## config.mk

```make
export PLATFORM = sky130hd
export DESIGN_NAME = sysctr_top
export DESIGN_NICKNAME = d
export VERILOG_FILES = /design/src/rtl/sysctr_pkg.sv /design/src/rtl/sysctr_rst_sync.sv /design/src/rtl/sysctr_regs.sv /design/src/rtl/sysctr_accum.sv /design/src/rtl/sysctr_rdmux.sv /design/src/rtl/sysctr_top.sv
export SDC_FILE = /design/constraint.sdc
export NUM_CORES = 1
export LEC_CHECK = 0
export BUFFER_PORTS_ARGS = -buffer_cell sky130_fd_sc_hd__buf_2
export CELL_PAD_IN_SITES_DETAIL_PLACEMENT = 0
export CELL_PAD_IN_SITES_GLOBAL_PLACEMENT = 1
export CORE_ASPECT_RATIO = 0.9
export CORE_UTILIZATION = 42
export DETAILED_ROUTE_END_ITERATION = 10
export PLACE_DENSITY_LB_ADDON = 0.08
export REMOVE_ABC_BUFFERS = 1
export SLEW_MARGIN = 10
export SYNTH_ARGS = -nofsm -noshare
export SYNTH_HDL_FRONTEND = slang
export SYNTH_SLANG_ARGS = --single-unit
```

## constraint.sdc

```tcl
create_clock -name clk -period 3.7 [get_ports clk]
set_input_delay 0.555 -clock clk [delete_from_list [all_inputs] [get_ports clk]]
set_output_delay 0.555 -clock clk [all_outputs]
set_load 0.005 [all_outputs]
```

## src/rtl/sysctr_pkg.sv

```systemverilog
package sysctr_pkg;
  localparam int DATA_W  = 32;
  localparam int CNT_W   = 64;
  localparam int FRAC_W  = 24;
  localparam int ADDR_W  = 8;

  localparam logic [ADDR_W-1:0] OFF_CTRL   = 8'h00;
  localparam logic [ADDR_W-1:0] OFF_STAT   = 8'h04;
  localparam logic [ADDR_W-1:0] OFF_CNT_LO = 8'h08;
  localparam logic [ADDR_W-1:0] OFF_CNT_HI = 8'h0C;
  localparam logic [ADDR_W-1:0] OFF_SCALE  = 8'h10;

  localparam int CTRL_EN_BIT   = 0;
  localparam int CTRL_SCL_BIT  = 2;
  localparam int STAT_HALT_BIT = 1;

  localparam logic [DATA_W-1:0] SCALE_RESET = 32'h0100_0000;
endpackage

```

## src/rtl/sysctr_rst_sync.sv

```systemverilog
module sysctr_rst_sync #(
  parameter int STAGES = 2
) (
  input  logic clk,
  input  logic rst_n,
  output logic rst_n_sync
);
  logic [STAGES-1:0] sync_q;

  always_ff @(posedge clk or negedge rst_n) begin
    if (!rst_n) sync_q <= '0;
    else        sync_q <= {sync_q[STAGES-2:0], 1'b1};
  end

  assign rst_n_sync = sync_q[STAGES-1];
endmodule

```

## src/rtl/sysctr_regs.sv

```systemverilog
module sysctr_regs
  import sysctr_pkg::*;
#(
  parameter int AW = ADDR_W,
  parameter int DW = DATA_W
) (
  input  logic          clk,
  input  logic          rst_n,
  input  logic          bus_sel,
  input  logic          bus_wr,
  input  logic [AW-1:0] bus_addr,
  input  logic [DW-1:0] bus_wdata,
  output logic          en,
  output logic          scl_en,
  output logic [DW-1:0] scale,
  output logic          lo_wr,
  output logic          hi_wr
);
  logic          wr_acc;
  logic          ctrl_wr;
  logic          scale_wr;
  logic          en_d, en_q;
  logic          scl_d, scl_q;
  logic [DW-1:0] scale_d, scale_q;

  // address decode of writes
  always_comb begin
    wr_acc   = bus_sel && bus_wr;
    ctrl_wr  = wr_acc && (bus_addr == AW'(OFF_CTRL));
    scale_wr = wr_acc && (bus_addr == AW'(OFF_SCALE));
    lo_wr    = wr_acc && (bus_addr == AW'(OFF_CNT_LO));
    hi_wr    = wr_acc && (bus_addr == AW'(OFF_CNT_HI));
  end

  // next state
  always_comb begin
    en_d    = en_q;
    scl_d   = scl_q;
    scale_d = scale_q;
    if (ctrl_wr) begin
      en_d  = bus_wdata[CTRL_EN_BIT];
      scl_d = bus_wdata[CTRL_SCL_BIT];
    end
    if (scale_wr) begin
      scale_d = bus_wdata;
    end
  end

  // registers
  always_ff @(posedge clk or negedge rst_n) begin
    if (!rst_n) begin
      en_q    <= 1'b0;
      scl_q   <= 1'b0;
      scale_q <= DW'(SCALE_RESET);
    end else begin
      if (ctrl_wr) begin
        en_q  <= en_d;
        scl_q <= scl_d;
      end
      if (scale_wr) begin
        scale_q <= scale_d;
      end
    end
  end

  assign en     = en_q;
  assign scl_en = scl_q;
  assign scale  = scale_q;
endmodule

```

## src/rtl/sysctr_accum.sv

```systemverilog
module sysctr_accum
  import sysctr_pkg::*;
#(
  parameter int CW = CNT_W,
  parameter int FW = FRAC_W,
  parameter int DW = DATA_W
) (
  input  logic          clk,
  input  logic          rst_n,
  input  logic          tick,
  input  logic          en,
  input  logic          scl_en,
  input  logic [DW-1:0] scale,
  input  logic          lo_wr,
  input  logic          hi_wr,
  input  logic [DW-1:0] wdata,
  output logic [CW-1:0] count
);
  localparam int ACC_W = CW + FW;
  localparam int HI_W  = CW - DW;
  localparam logic [ACC_W-1:0] ONE_CNT = ACC_W'(1) << FW;

  logic [ACC_W-1:0] acc_q, acc_d, inc;
  logic             acc_ce;
  logic [CW-1:0]    int_q;

  assign int_q = acc_q[ACC_W-1:FW];

  always_comb begin
    if (scl_en) inc = {{(ACC_W-DW){1'b0}}, scale};
    else        inc = ONE_CNT;
  end

  // next state: a count write beats a tick in the same cycle
  always_comb begin
    acc_d  = acc_q;
    acc_ce = 1'b0;
    if (lo_wr) begin
      acc_d  = {int_q[CW-1:DW], wdata, {FW{1'b0}}};
      acc_ce = 1'b1;
    end else if (hi_wr) begin
      acc_d  = {wdata[HI_W-1:0], int_q[DW-1:0], {FW{1'b0}}};
      acc_ce = 1'b1;
    end else if (tick && en) begin
      acc_d  = acc_q + inc;
      acc_ce = 1'b1;
    end
  end

  always_ff @(posedge clk or negedge rst_n) begin
    if (!rst_n)      acc_q <= '0;
    else if (acc_ce) acc_q <= acc_d;
  end

  assign count = int_q;
endmodule

```

## src/rtl/sysctr_rdmux.sv

```systemverilog
module sysctr_rdmux
  import sysctr_pkg::*;
#(
  parameter int AW = ADDR_W,
  parameter int DW = DATA_W,
  parameter int CW = CNT_W
) (
  input  logic          bus_sel,
  input  logic          bus_wr,
  input  logic [AW-1:0] bus_addr,
  input  logic          en,
  input  logic          scl_en,
  input  logic [DW-1:0] scale,
  input  logic [CW-1:0] count,
  output logic [DW-1:0] rdata
);
  logic [DW-1:0] ctrl_word, stat_word;

  always_comb begin
    ctrl_word               = '0;
    ctrl_word[CTRL_EN_BIT]  = en;
    ctrl_word[CTRL_SCL_BIT] = scl_en;
    stat_word                = '0;
    stat_word[STAT_HALT_BIT] = ~en;
  end

  always_comb begin
    rdata = '0;
    if (bus_sel && !bus_wr) begin
      case (bus_addr)
        AW'(OFF_CTRL):   rdata = ctrl_word;
        AW'(OFF_STAT):   rdata = stat_word;
        AW'(OFF_CNT_LO): rdata = count[DW-1:0];
        AW'(OFF_CNT_HI): rdata = count[CW-1:DW];
        AW'(OFF_SCALE):  rdata = scale;
        default:         rdata = '0;
      endcase
    end
  end
endmodule

```

## src/rtl/sysctr_top.sv

```systemverilog
module sysctr_top
  import sysctr_pkg::*;
(
  input  logic              clk,
  input  logic              rst_n,
  input  logic              tick,
  input  logic              bus_sel,
  input  logic              bus_wr,
  input  logic [ADDR_W-1:0] bus_addr,
  input  logic [DATA_W-1:0] bus_wdata,
  output logic [DATA_W-1:0] bus_rdata
);
  logic              rst_n_s;
  logic              en, scl_en;
  logic [DATA_W-1:0] scale;
  logic              lo_wr, hi_wr, cnt_wr;
  logic [CNT_W-1:0]  count;

  assign cnt_wr = lo_wr | hi_wr;

  sysctr_rst_sync #(.STAGES(2)) u_rst (
    .clk(clk), .rst_n(rst_n), .rst_n_sync(rst_n_s)
  );

  sysctr_regs #(.AW(ADDR_W), .DW(DATA_W)) u_regs (
    .clk(clk), .rst_n(rst_n_s), .bus_sel(bus_sel), .bus_wr(bus_wr),
    .bus_addr(bus_addr), .bus_wdata(bus_wdata), .en(en), .scl_en(scl_en),
    .scale(scale), .lo_wr(lo_wr), .hi_wr(hi_wr)
  );

  sysctr_accum #(.CW(CNT_W), .FW(FRAC_W), .DW(DATA_W)) u_acc (
    .clk(clk), .rst_n(rst_n_s), .tick(tick), .en(en), .scl_en(scl_en),
    .scale(scale), .lo_wr(lo_wr), .hi_wr(hi_wr), .wdata(bus_wdata),
    .count(count)
  );

  sysctr_rdmux #(.AW(ADDR_W), .DW(DATA_W), .CW(CNT_W)) u_rd (
    .bus_sel(bus_sel), .bus_wr(bus_wr), .bus_addr(bus_addr), .en(en),
    .scl_en(scl_en), .scale(scale), .count(count), .rdata(bus_rdata)
  );
endmodule

```

==> impl_metrics.yaml <==
floorplan:
  floorplan.die.width_um: 154
  num_io_pins: 77
  placementRows: 49
  core-area_um2: 20200
  die_area_um2: 21500
  initial_core_util: 0.434
  die-height_um: 139
power_and_ir_drop:
  combinationalPowerShare: 0.078
  totalPowerFinal_mw: 3.58
  p_clk_frac: 0.511
  static-leakage-power_nw: 4.33
  seq_power_share: 0.412
  cell_internal_pwr_mw: 2.59
  sw_frac_of_total: 0.275
  switching_power_uw: 984
  vdd.ir_drop.worst_mv: 0.236
  power_density_nw_per_um2: 352
yosys:
  dominantRegCellSynth: "sky130_fd_sc_hd__dfrtp_1"
  cell_area_synth_um2: 8780
  flops_latches_synth: 124
  postSynthAreaPerCell_um2: 8.37
  synth_most_common_cell: "sky130_fd_sc_hd__nand2_1"
  synth_cells: 1048
  yosys.area.top_type: "sky130_fd_sc_hd__dfrtp_1"
  netlist_top_cells_area: "sky130_fd_sc_hd__dfrtp_1 35%, sky130_fd_sc_hd__nand2_1 5.9%, sky130_fd_sc_hd__ha_1 4.6%, sky130_fd_sc_hd__mux2_2 4.4%, sky130_fd_sc_hd__o21ai_0 4.3%"
  synth-seq-area-share: 0.354
  synth.lib_cells_used.distinct: 71
  synth.top_cells.by_count: "137 x sky130_fd_sc_hd__nand2_1, 123 x sky130_fd_sc_hd__dfrtp_1, 98 x sky130_fd_sc_hd__nor2_1"
  netlist.area_leader.share: 0.351
  total_number_of_yosys_warnings: 0
  count_of_flip_flops_with_a_built_in_enable_after_synthesis: 0
  synth-async-reset-ratio: 1.00
sta:
  fmaxAchievable_ghz: 0.288
  worst_clock_skew_ps: 11.7
  finalHoldViolCount: 0
  slew_at_the_pin_closest_to_its_max_slew_limit_ps: 1180
  timing.max_slew.rel_slack: 0.215
  final-max-slew-violation-count: 0
  period_needed_ps: 3470
  fin_crit_sh: 0.937
  fin_tns_setup_ps: 0
  final-setup-viol-count: 0
  rsz_0062_raised_after_global_routing: "false"
cts:
  tritoncts.num_buffers: 17
  clkSlewWorstSetupHoldPaths_ps: 70
  post_cts.resized_instances: 0
  clock_tree.root_cell: "sky130_fd_sc_hd__clkbuf_16"
  cts.htree.levels: 4
  ctsLongestPathBuffers: 2
  tritoncts: "done"
  tritoncts_num_sinks: 124
  clk-insertion-delay-late_ps: 430
finish:
  layout.core_utilization: 0.502
  synthToLayoutAreaGrowth_pct: 15.8
  post_route_cells_drive_above_1_share: 0.172
  nFillCells: 2028
  final_cells: 1388
  fin_nets: 1196
  post-route-cell-area_um2: 10200
drt:
  route.detailed.vias_per_inst: 6.25
  drtIter0Drc: 1013
  dr_total_vias: 8670
  wire_per_inst_um: 23.6
  drt_pass1_iterations: 7
  drc_errors: 0
  post_detailed_route_count_of_antenna_violating_nets: 0
  totalWireLength_um: 32800
min_path:
  worst_hold_launch: "u_rst.sync_q[0]"
  hold_path_end: "u_rst.sync_q[1]"
  worstHoldPathType: "reg -> reg"
  hold-path-cell-count: 0
run:
  maxCapViolCount: 0
global_route:
  grt_overflow: 0
  grt_pass1_wl_um: 50400
  antenna_found_initial: 1
  grt_start_max_net_pins: 65
  grt.total_usage: 0.313
  first_global_vias: 8159
worst_setup_path:
  r2r_start: "u_regs.scl_en"
  reg2regPathDepth: 11
  cp.required_ps: 4060
  worst-path-buf-inv: 1
  worstSetupStartpointType: "flop"
  element_type_at_the_critical_path_end: "flop"
  timing.critical_path.slowest_cell_delay_ps: 610
  critical_path.reg2reg.endpoint: "u_acc.acc_q[67]"
  critPathSlowestCell: "sky130_fd_sc_hd__or4_1"
  setup.worst_path.start: "u_regs.scl_en"
  criticalPathCategory: "reg -> reg"
  series_of_cell_instances_along_the_critical_path: "buf_4 > and2_1 > ha_1 > nand4_2 > nor3_2 > nand2_1 > a211oi_2 > nor3_2 > or4_1 > or4_1 > nand3_1"
  r2r_setup_slk_ps: 230
  crit_arrival_ps: 3830
  critical_path_peak_fanout: 20
  crit_family: "simple AND/OR/NAND/NOR gates"
place:
  number_of_port_buffers: 76
  place.detailed.hpwl_um: 23900
  routabilityCongestion: 0.904
  placed_cells_incl_taps: 1353
  placed_instance_area_um2: 9520
run_status:
  outcome: "complete, no violations"
==> final cells by class <==
cell class / instances / area, um2 / share of cell area
Clock inverter: 15 / 199 / 0.0196
Multi-Input combinational cell: 845 / 5350 / 0.527
Antenna cell: 2 / 5.00 / 0.000493
Inverter: 20 / 75.1 / 0.00739
Sequential cell: 124 / 3110 / 0.306
Timing Repair Buffer: 110 / 676 / 0.0665
Clock buffer: 17 / 425 / 0.0419
Tap cell: 255 / 319 / 0.0314
==> what timing repair did <==
item	CTS	global route
buffers inserted	0	0
hold buffers	1	0
hold endpoints to repair	2	0
==> cell usage in the layout (no fill, tap or decap), types with 6 or more instances in the layout <==
cell type | netlist | layout
sky130_fd_sc_hd__a211oi_1 | 8 | 8
sky130_fd_sc_hd__or4_1 | 10 | 10
sky130_fd_sc_hd__and3_1 | 14 | 14
sky130_fd_sc_hd__nand2_1 | 137 | 137
sky130_fd_sc_hd__nand3_1 | 48 | 48
sky130_fd_sc_hd__a31oi_1 | 6 | 6
sky130_fd_sc_hd__nor3_1 | 15 | 15
sky130_fd_sc_hd__ha_1 | 32 | 32
sky130_fd_sc_hd__xnor2_1 | 25 | 25
sky130_fd_sc_hd__nor2_1 | 98 | 97
sky130_fd_sc_hd__o311ai_0 | 6 | 6
sky130_fd_sc_hd__a21o_1 | 7 | 7
sky130_fd_sc_hd__inv_6 | 0 | 6
sky130_fd_sc_hd__a21oi_1 | 70 | 70
sky130_fd_sc_hd__and2_1 | 41 | 41
sky130_fd_sc_hd__nor4_1 | 6 | 6
sky130_fd_sc_hd__o22ai_1 | 12 | 12
sky130_fd_sc_hd__buf_4 | 1 | 30
sky130_fd_sc_hd__xor2_1 | 23 | 23
sky130_fd_sc_hd__inv_1 | 20 | 20
sky130_fd_sc_hd__clkbuf_16 | 0 | 17
sky130_fd_sc_hd__nand4_1 | 25 | 25
sky130_fd_sc_hd__mux2_2 | 34 | 34
sky130_fd_sc_hd__a22oi_1 | 15 | 15
sky130_fd_sc_hd__o211ai_1 | 15 | 15
sky130_fd_sc_hd__buf_2 | 17 | 76
sky130_fd_sc_hd__o21a_1 | 7 | 7
sky130_fd_sc_hd__o21ai_0 | 76 | 76
sky130_fd_sc_hd__a222oi_1 | 29 | 29
sky130_fd_sc_hd__nand2b_1 | 7 | 7
sky130_fd_sc_hd__dfrtp_1 | 123 | 122
==> metrics by stage <==
| stage | hold slack (ps) | setup WS (ps) |
|---|---|---|
| floorplan | 259 | -8.67 |
| global placement | 336 | 313 |
| detailed placement | 342 | 302 |
| CTS | 345 | 278 |
| global route | 368 | 22.4 |
| finish | 354 | 232 |
==> state kept, by name, summed over array words and instances, names as in the netlist <==
| signal | cells |
|---|---|
| u_acc.acc_q | 88 |
| u_regs.scale | 32 |
| u_rst.sync_q | 2 |
| u_regs.en | 1 |
| u_regs.scl_en | 1 |
==> worst max path at each step <==
stage,to,depth (start not counted),slack (ps)
after floorplan,u_acc.acc_q[0],0,-9
after global placement,u_acc.acc_q[67],11,310
after detailed placement,u_acc.acc_q[67],11,300
after CTS,u_acc.acc_q[67],11,280
after global routing,u_acc.acc_q[67],11,20
final,u_acc.acc_q[67],11,230
==> metal layers <==
metal,global-route usage,vias up,wire (um),part of all wire
met5,0,-,0,0
met3,0.0713,40,3230,0.098
met1,0.470,4109,15500,0.47
met4,0.105,0,748,0.023
li1,-,4037,-,-
met2,0.437,484,13300,0.41
==> logic make-up (layout without fill, tap and decap cells) <==
group / Yosys count / count (layout) / share of synthesized area
other: 1 / 3 / 0.000427
adder cells (fa/ha/maj): 33 / 33 / 0.0479
multiplexers: 35 / 35 / 0.0448
AND/OR/NAND/NOR: 431 / 431 / 0.244
AO/OA/AOI/OAI: 297 / 297 / 0.225
flip-flops: 124 / 124 / 0.354
buffers and inverters: 79 / 162 / 0.0368
XOR/XNOR: 48 / 48 / 0.0479
==> power by group through the flow <==
| stage | Combinational (mW) | Clock [mW] | Sequential (mW) |
|---|---|---|---|
| 3_5_place_dp | 0.272 | 0 | 1.50 |
| 4_1_cts | 0.275 | 1.85 | 1.47 |
| 3_3_place_gp | 0.272 | 0 | 1.50 |
| 2_1_floorplan | 0.163 | 0 | 1.48 |
| 6_report | 0.278 | 1.83 | 1.47 |
| 5_1_grt | 0.305 | 1.90 | 1.48 |
Note: power is estimated with default switching activity, not from simulation.
